## src/rtl/peres_alu_pkg.sv

```systemverilog
package peres_alu_pkg;

  // Strobes that the control decoder hands to every bit slice.
  typedef struct packed {
    logic chainEn;     // let carries propagate (arithmetic mode)
    logic yInvert;     // complement B before the force stage
    logic yForce;      // replace Y by a constant
    logic yForceVal;   // constant used when yForce is set
    logic xInvert;     // complement A on the A side
    logic maskEn;      // AND the A-side value with a B-derived mask
    logic maskInvert;  // complement B to form the mask
  } ctrlStrobes_t;

  // Garbage lines produced by each part of a bit slice.
  localparam int ADDER_GARBAGE = 2;
  localparam int BSIDE_GARBAGE = 3;
  localparam int ASIDE_GARBAGE = 6;
  localparam int CGATE_GARBAGE = 2;
  localparam int BIT_GARBAGE   = ADDER_GARBAGE + BSIDE_GARBAGE
                               + ASIDE_GARBAGE + CGATE_GARBAGE;
  localparam int TAIL_GARBAGE  = CGATE_GARBAGE;

endpackage

```

## src/rtl/peres_alu_gates.sv

```systemverilog
// Reversible primitives.

module rev_feynman (
  input  logic inA,
  input  logic inB,
  output logic outP,
  output logic outQ
);
  assign outP = inA;
  assign outQ = inA ^ inB;
endmodule

module rev_peres (
  input  logic inA,
  input  logic inB,
  input  logic inC,
  output logic outP,
  output logic outQ,
  output logic outR
);
  assign outP = inA;
  assign outQ = inA ^ inB;
  assign outR = (inA & inB) ^ inC;
endmodule

module rev_fredkin (
  input  logic inA,
  input  logic inB,
  input  logic inC,
  output logic outP,
  output logic outQ,
  output logic outR
);
  assign outP = inA;
  assign outQ = (~inA & inB) | (inA & inC);
  assign outR = (inA & inB) | (~inA & inC);
endmodule

```

## src/rtl/peres_alu_slice.sv

```systemverilog
// Bit-slice building blocks made only of reversible primitives.

// Full adder: two cascaded Peres gates, one zero ancilla, two garbage lines.
module peres_full_adder (
  input  logic       xIn,
  input  logic       yIn,
  input  logic       cIn,
  output logic       sumOut,
  output logic       cOut,
  output logic [1:0] garbage
);
  logic halfSum;
  logic halfCarry;

  rev_peres u_stage1 (
    .inA(xIn), .inB(yIn), .inC(1'b0),
    .outP(garbage[0]), .outQ(halfSum), .outR(halfCarry)
  );

  rev_peres u_stage2 (
    .inA(halfSum), .inB(cIn), .inC(halfCarry),
    .outP(garbage[1]), .outQ(sumOut), .outR(cOut)
  );
endmodule

// B side: optional complement, then optional force to a constant.
module bside_element (
  input  logic       bIn,
  input  logic       yInvert,
  input  logic       yForce,
  input  logic       yForceVal,
  output logic       yOut,
  output logic [2:0] garbage
);
  logic bCond;

  rev_feynman u_inv (
    .inA(yInvert), .inB(bIn),
    .outP(garbage[0]), .outQ(bCond)
  );

  // Controlled swap: output Q takes yForceVal when yForce is set.
  rev_fredkin u_force (
    .inA(yForce), .inB(bCond), .inC(yForceVal),
    .outP(garbage[1]), .outQ(yOut), .outR(garbage[2])
  );
endmodule

// A side: X = (A ^ xInvert) & (maskEn ? (B ^ maskInvert) : 1).
module aside_element (
  input  logic       aIn,
  input  logic       bIn,
  input  logic       xInvert,
  input  logic       maskEn,
  input  logic       maskInvert,
  output logic       xOut,
  output logic [5:0] garbage
);
  logic aCond;
  logic bMask;
  logic maskSel;

  rev_feynman u_ainv (
    .inA(xInvert), .inB(aIn),
    .outP(garbage[0]), .outQ(aCond)
  );

  rev_feynman u_binv (
    .inA(maskInvert), .inB(bIn),
    .outP(garbage[1]), .outQ(bMask)
  );

  // Ancilla tied to 1: passes 1 through when masking is disabled.
  rev_fredkin u_masksel (
    .inA(maskEn), .inB(1'b1), .inC(bMask),
    .outP(garbage[2]), .outQ(maskSel), .outR(garbage[3])
  );

  // Ancilla tied to 0: output R is the AND of the two lines.
  rev_peres u_and (
    .inA(aCond), .inB(maskSel), .inC(1'b0),
    .outP(garbage[4]), .outQ(garbage[5]), .outR(xOut)
  );
endmodule

// Carry gate: Peres with zero ancilla, R = enable & carry.
module carry_gate (
  input  logic       enable,
  input  logic       carryRaw,
  output logic       carryGated,
  output logic [1:0] garbage
);
  rev_peres u_gate (
    .inA(enable), .inB(carryRaw), .inC(1'b0),
    .outP(garbage[0]), .outQ(garbage[1]), .outR(carryGated)
  );
endmodule

```

## src/rtl/peres_alu_control.sv

```systemverilog
module peres_alu_control
  import peres_alu_pkg::*;
(
  input  logic         modeSel,
  input  logic [1:0]   funcSel,
  output ctrlStrobes_t strobes
);
  always_comb begin
    strobes = '0;
    if (!modeSel) begin
      strobes.chainEn = 1'b1;
      unique case (funcSel)
        2'b00: begin strobes.yForce = 1'b1; strobes.yForceVal = 1'b0; end
        2'b01: ;
        2'b10: strobes.yInvert = 1'b1;
        2'b11: begin strobes.yForce = 1'b1; strobes.yForceVal = 1'b1; end
        default: ;
      endcase
    end else begin
      // Carries are gated off; X and Y chosen so X ^ Y is the function.
      unique case (funcSel)
        2'b00: begin strobes.maskEn = 1'b1; strobes.maskInvert = 1'b1; end
        2'b01: ;
        2'b10: begin strobes.xInvert = 1'b1; strobes.maskEn = 1'b1; end
        2'b11: begin
          strobes.xInvert   = 1'b1;
          strobes.yForce    = 1'b1;
          strobes.yForceVal = 1'b0;
        end
        default: ;
      endcase
    end
  end
endmodule

```

## src/rtl/peres_alu_datapath.sv

```systemverilog
module peres_alu_datapath
  import peres_alu_pkg::*;
#(
  parameter int WIDTH = 8,
  localparam int GBUS_W = WIDTH * BIT_GARBAGE + TAIL_GARBAGE
) (
  input  logic [WIDTH-1:0]  opA,
  input  logic [WIDTH-1:0]  opB,
  input  logic              carryIn,
  input  ctrlStrobes_t      strobes,
  output logic [WIDTH-1:0]  result,
  output logic              carryOut,
  output logic [GBUS_W-1:0] garbageBus
);
  localparam int OFS_ADD = 0;
  localparam int OFS_B   = OFS_ADD + ADDER_GARBAGE;
  localparam int OFS_A   = OFS_B + BSIDE_GARBAGE;
  localparam int OFS_C   = OFS_A + ASIDE_GARBAGE;

  logic [WIDTH:0] carryChain;
  assign carryChain[0] = carryIn;

  for (genvar i = 0; i < WIDTH; i++) begin : g_bit
    logic xBit;
    logic yBit;
    logic cinGated;

    bside_element u_bside (
      .bIn(opB[i]),
      .yInvert(strobes.yInvert),
      .yForce(strobes.yForce),
      .yForceVal(strobes.yForceVal),
      .yOut(yBit),
      .garbage(garbageBus[i*BIT_GARBAGE+OFS_B +: BSIDE_GARBAGE])
    );

    aside_element u_aside (
      .aIn(opA[i]),
      .bIn(opB[i]),
      .xInvert(strobes.xInvert),
      .maskEn(strobes.maskEn),
      .maskInvert(strobes.maskInvert),
      .xOut(xBit),
      .garbage(garbageBus[i*BIT_GARBAGE+OFS_A +: ASIDE_GARBAGE])
    );

    carry_gate u_cgate (
      .enable(strobes.chainEn),
      .carryRaw(carryChain[i]),
      .carryGated(cinGated),
      .garbage(garbageBus[i*BIT_GARBAGE+OFS_C +: CGATE_GARBAGE])
    );

    peres_full_adder u_fa (
      .xIn(xBit),
      .yIn(yBit),
      .cIn(cinGated),
      .sumOut(result[i]),
      .cOut(carryChain[i+1]),
      .garbage(garbageBus[i*BIT_GARBAGE+OFS_ADD +: ADDER_GARBAGE])
    );
  end

  carry_gate u_tailgate (
    .enable(strobes.chainEn),
    .carryRaw(carryChain[WIDTH]),
    .carryGated(carryOut),
    .garbage(garbageBus[WIDTH*BIT_GARBAGE +: TAIL_GARBAGE])
  );
endmodule

```

## src/rtl/peres_alu.sv

```systemverilog
module peres_alu
  import peres_alu_pkg::*;
#(
  parameter int WIDTH = 8,
  localparam int GBUS_W = WIDTH * BIT_GARBAGE + TAIL_GARBAGE
) (
  input  logic [WIDTH-1:0]  opA,
  input  logic [WIDTH-1:0]  opB,
  input  logic              modeSel,
  input  logic [1:0]        funcSel,
  input  logic              carryIn,
  output logic [WIDTH-1:0]  result,
  output logic              carryOut,
  output logic [GBUS_W-1:0] garbageBus
);
  ctrlStrobes_t strobes;

  peres_alu_control u_ctrl (
    .modeSel(modeSel),
    .funcSel(funcSel),
    .strobes(strobes)
  );

  peres_alu_datapath #(.WIDTH(WIDTH)) u_dp (
    .opA(opA),
    .opB(opB),
    .carryIn(carryIn),
    .strobes(strobes),
    .result(result),
    .carryOut(carryOut),
    .garbageBus(garbageBus)
  );
endmodule

```

## config.mk

```make
export PLATFORM = sky130hd
export DESIGN_NAME = peres_alu
export DESIGN_NICKNAME = d
export VERILOG_FILES = /design/src/rtl/peres_alu_pkg.sv /design/src/rtl/peres_alu_gates.sv /design/src/rtl/peres_alu_slice.sv /design/src/rtl/peres_alu_control.sv /design/src/rtl/peres_alu_datapath.sv /design/src/rtl/peres_alu.sv
export SDC_FILE = /design/constraint.sdc
export NUM_CORES = 1
export LEC_CHECK = 0
export BUFFER_PORTS_ARGS = -buffer_cell sky130_fd_sc_hd__clkbuf_2
export CAP_MARGIN = 5
export CORE_MARGIN = 2
export CORE_UTILIZATION = 52
export DETAILED_ROUTE_END_ITERATION = 10
export GPL_ROUTABILITY_DRIVEN = 0
export PLACE_DENSITY_LB_ADDON = 0.15
export RECOVER_POWER = 50
export SLEW_MARGIN = 20
export SYNTH_ARGS = -nofsm -noshare
export SYNTH_HDL_FRONTEND = slang
export SYNTH_SLANG_ARGS = --single-unit
```

## constraint.sdc

```tcl
create_clock -name vclk -period 10.3
set_input_delay 0.515 -clock vclk [all_inputs]
set_output_delay 0.515 -clock vclk [all_outputs]
set_load 0.05 [all_outputs]
```

==> metrics.md <==
| Metric | Value |
|---|---|
| Slowest cell delay on critical path | `about 1500 ps` |
| Initial antenna violation count | `0` |
| Die Y | `around 74 um` |
| Min-delay worst type | `in2out` |
| Remaining antenna violation count | `0` |
| DIE WIDTH | `around 74 um` |
| Setup TNS | `0 ps` |
| Syn nets | `between 300 and 400` |
| Worst hold slack | `around 1400 ps` |
| First-pass GRT wire length | `6.803 mm` |
| WL met2 | `2.160 mm` |
| Finished Layout Cells | `roughly 400` |
| Static Leak | `roughly 0.0012 uW` |
| Iteration-0 DRC count of the detailed router | `64` |
| Final worst setup slack | `2009 ps` |
| Top cells by area, synth | `buf_4 (34%), ha_1 (14%), fa_1 (6.3%), or4b_1 (6.3%), inv_1 (4.9%)` |
| Wire per inst | `between 10 and 15 um` |
| Post-synthesis sequential area ratio | `0%` |
| Hold Fails Final Rpt | `0` |
| Antenna Cells | `0` |
| Post-layout min period | `a little over 8000 ps` |
| Total die area | `between 5000 and 6000 um^2` |
| Status | `finished with violations` |
| Final net count | `384` |
| Rows | `25` |
| Max Cap Viol | `1` |
| Relative slew slack | `-44.26%` |
| Path type of the worst setup path | `in2out` |
| Initial Util | `a little over half` |
| Cell taking the most area after synthesis | `buf_4` |
| Sequential cells | `0` |
| Area grow syn2layout | `-9.684%` |
| Most frequent cell after synthesis | `buf_4` |
| Cts repair resizes | `0` |
| Cell area after synthesis | `between 2000 and 3000 um^2` |
| Post-synth top cells | `buf_4 (114), inv_1 (33), ha_1 (29)` |
| WL met1 | `2.182 mm` |
| Clock buffer cells | `0` |
| Fin. max-slew vios | `65` |
| CP endpoint kind | `primary output` |
| Routed wl met3 | `approximately 300 um` |
| CP startpoint kind | `primary input` |
| Hold-fix buffers, CTS | `0` |
| Vias in the first global route | `around 1500` |
| Detailed-placement wirelength estimate | `roughly 3.5 mm` |
| VDD IR-drop max | `~62 uV` |
| Post-synth top area share | `around 34%` |
| Share of layout cells above drive strength 1 | `27.38%` |
| Arr. time, crit path | `between 7000 and 8000 ps` |
| Syn Area/Cell | `7.914 um^2` |
| IO Port Bufs | `135` |
| Syn. warnings | `0` |
| CP Max Fanout | `64` |
| Vias | `around 1900` |
| Netlist cell types | `27` |
| I/O pins | `approximately 140` |
| Seq. cell area | `0 um^2` |
| Drt drc | `0` |
| Overall routing resource usage | `between 10% and 20%` |
| DRT Pass-1 Iters | `4` |
| Worst slew pin tran | `between 2000 and 2500 ps` |
| Place WS | `roughly 2700 ps` |
| Period utilization | `80.49%` |
| Largest net degree at the start of global routing | `65` |
| Failing checks | `max-capacitance violations, max-slew violations` |
| Setup Viol. Count Final | `0` |
| Highest clock rate | `about 120 MHz` |
| Vias per cell | `approximately 4.8` |
| Top Layer Used | `met3` |
| RSZ-0062 raised after global routing | `false` |
| Pwr per Cell Area | `approximately 140 nW/um^2` |
| Placed insts | `~390` |
| Core Region | `4723 um^2` |
| Postcts setup bufs | `0` |
| CP most frequent cell | `inv_1` |
| Grt ovf | `0` |
| CP required | `9790 ps` |
| DRT Wirelength | `4.642 mm` |
| Post-Syn Instances | `between 300 and 400` |
| Slowest-stage cell, CP | `clkbuf_1` |
layer usage:
layer | GRT usage [%] | vias to the layer above
li1 | - | 983
met1 | 21.56 | 834
met2 | 26.79 | 77
met3 | 0.9602 | 0
met4 | 0 | 0
met5 | 0 | -
power by group:
| group | total (uW) | switching, uW | internal [uW] |
|---|---|---|---|
| combinational | 319 | 256 | 63.1 |
| clock | 0 | 0 | 0 |
| sequential | 0 | 0 | 0 |
kinds of logic after synthesis:
family | after synthesis | synth area share [%]
buffers and inverters | 164 | 42.34
AND/OR/NAND/NOR | 100 | 31.62
adder cells (fa/ha/maj) | 37 | 20.65
AO/OA/AOI/OAI | 11 | 2.618
XOR/XNOR | 8 | 2.767
worst max-delay path, delay by kind of cell:
family                   cells  cell delay [ps]
AO/OA/AOI/OAI                1              410
buffers and inverters       16             2520
adder cells (fa/ha/maj)     17             3940
XOR/XNOR                     1              350
stage by stage:
| step | util (%) | total power, uW | instance area, um^2 |
|---|---|---|---|
| after CTS | 49.88 | 326.5 | 2356 |
| after global placement | 49.88 | 325.0 | 2356 |
| after global routing | 48.42 | 339.8 | 2287 |
| after floorplan | - | 334.5 | 2532 |
| final | 48.42 | 318.7 | 2287 |
| after detailed placement | 49.88 | 325.7 | 2356 |
worst paths after layout:
check,endpoint,slack [ps],cells after the start,startpoint
max,garbageBus[105],2010,35,modeSel
min,garbageBus[87],1430,3,opA[6]
placed cells by master (no fill, tap or decap), types with 9 or more instances in the layout:
master and instances:
o21ai_0 9, inv_1 33, or4b_1 16, clkbuf_1 55, clkbuf_2 80, nor4bb_1 11
ha_1 29
layout make-up:
cell class                      count  area, um^2
Fill cell                         520        2436
Multi-Input combinational cell    156        1465
Timing Repair Buffer              136       614.3
Inverter                           33       123.9
Tap cell                           67       83.83
No activity file was read; power rests on OpenSTA's default activity.
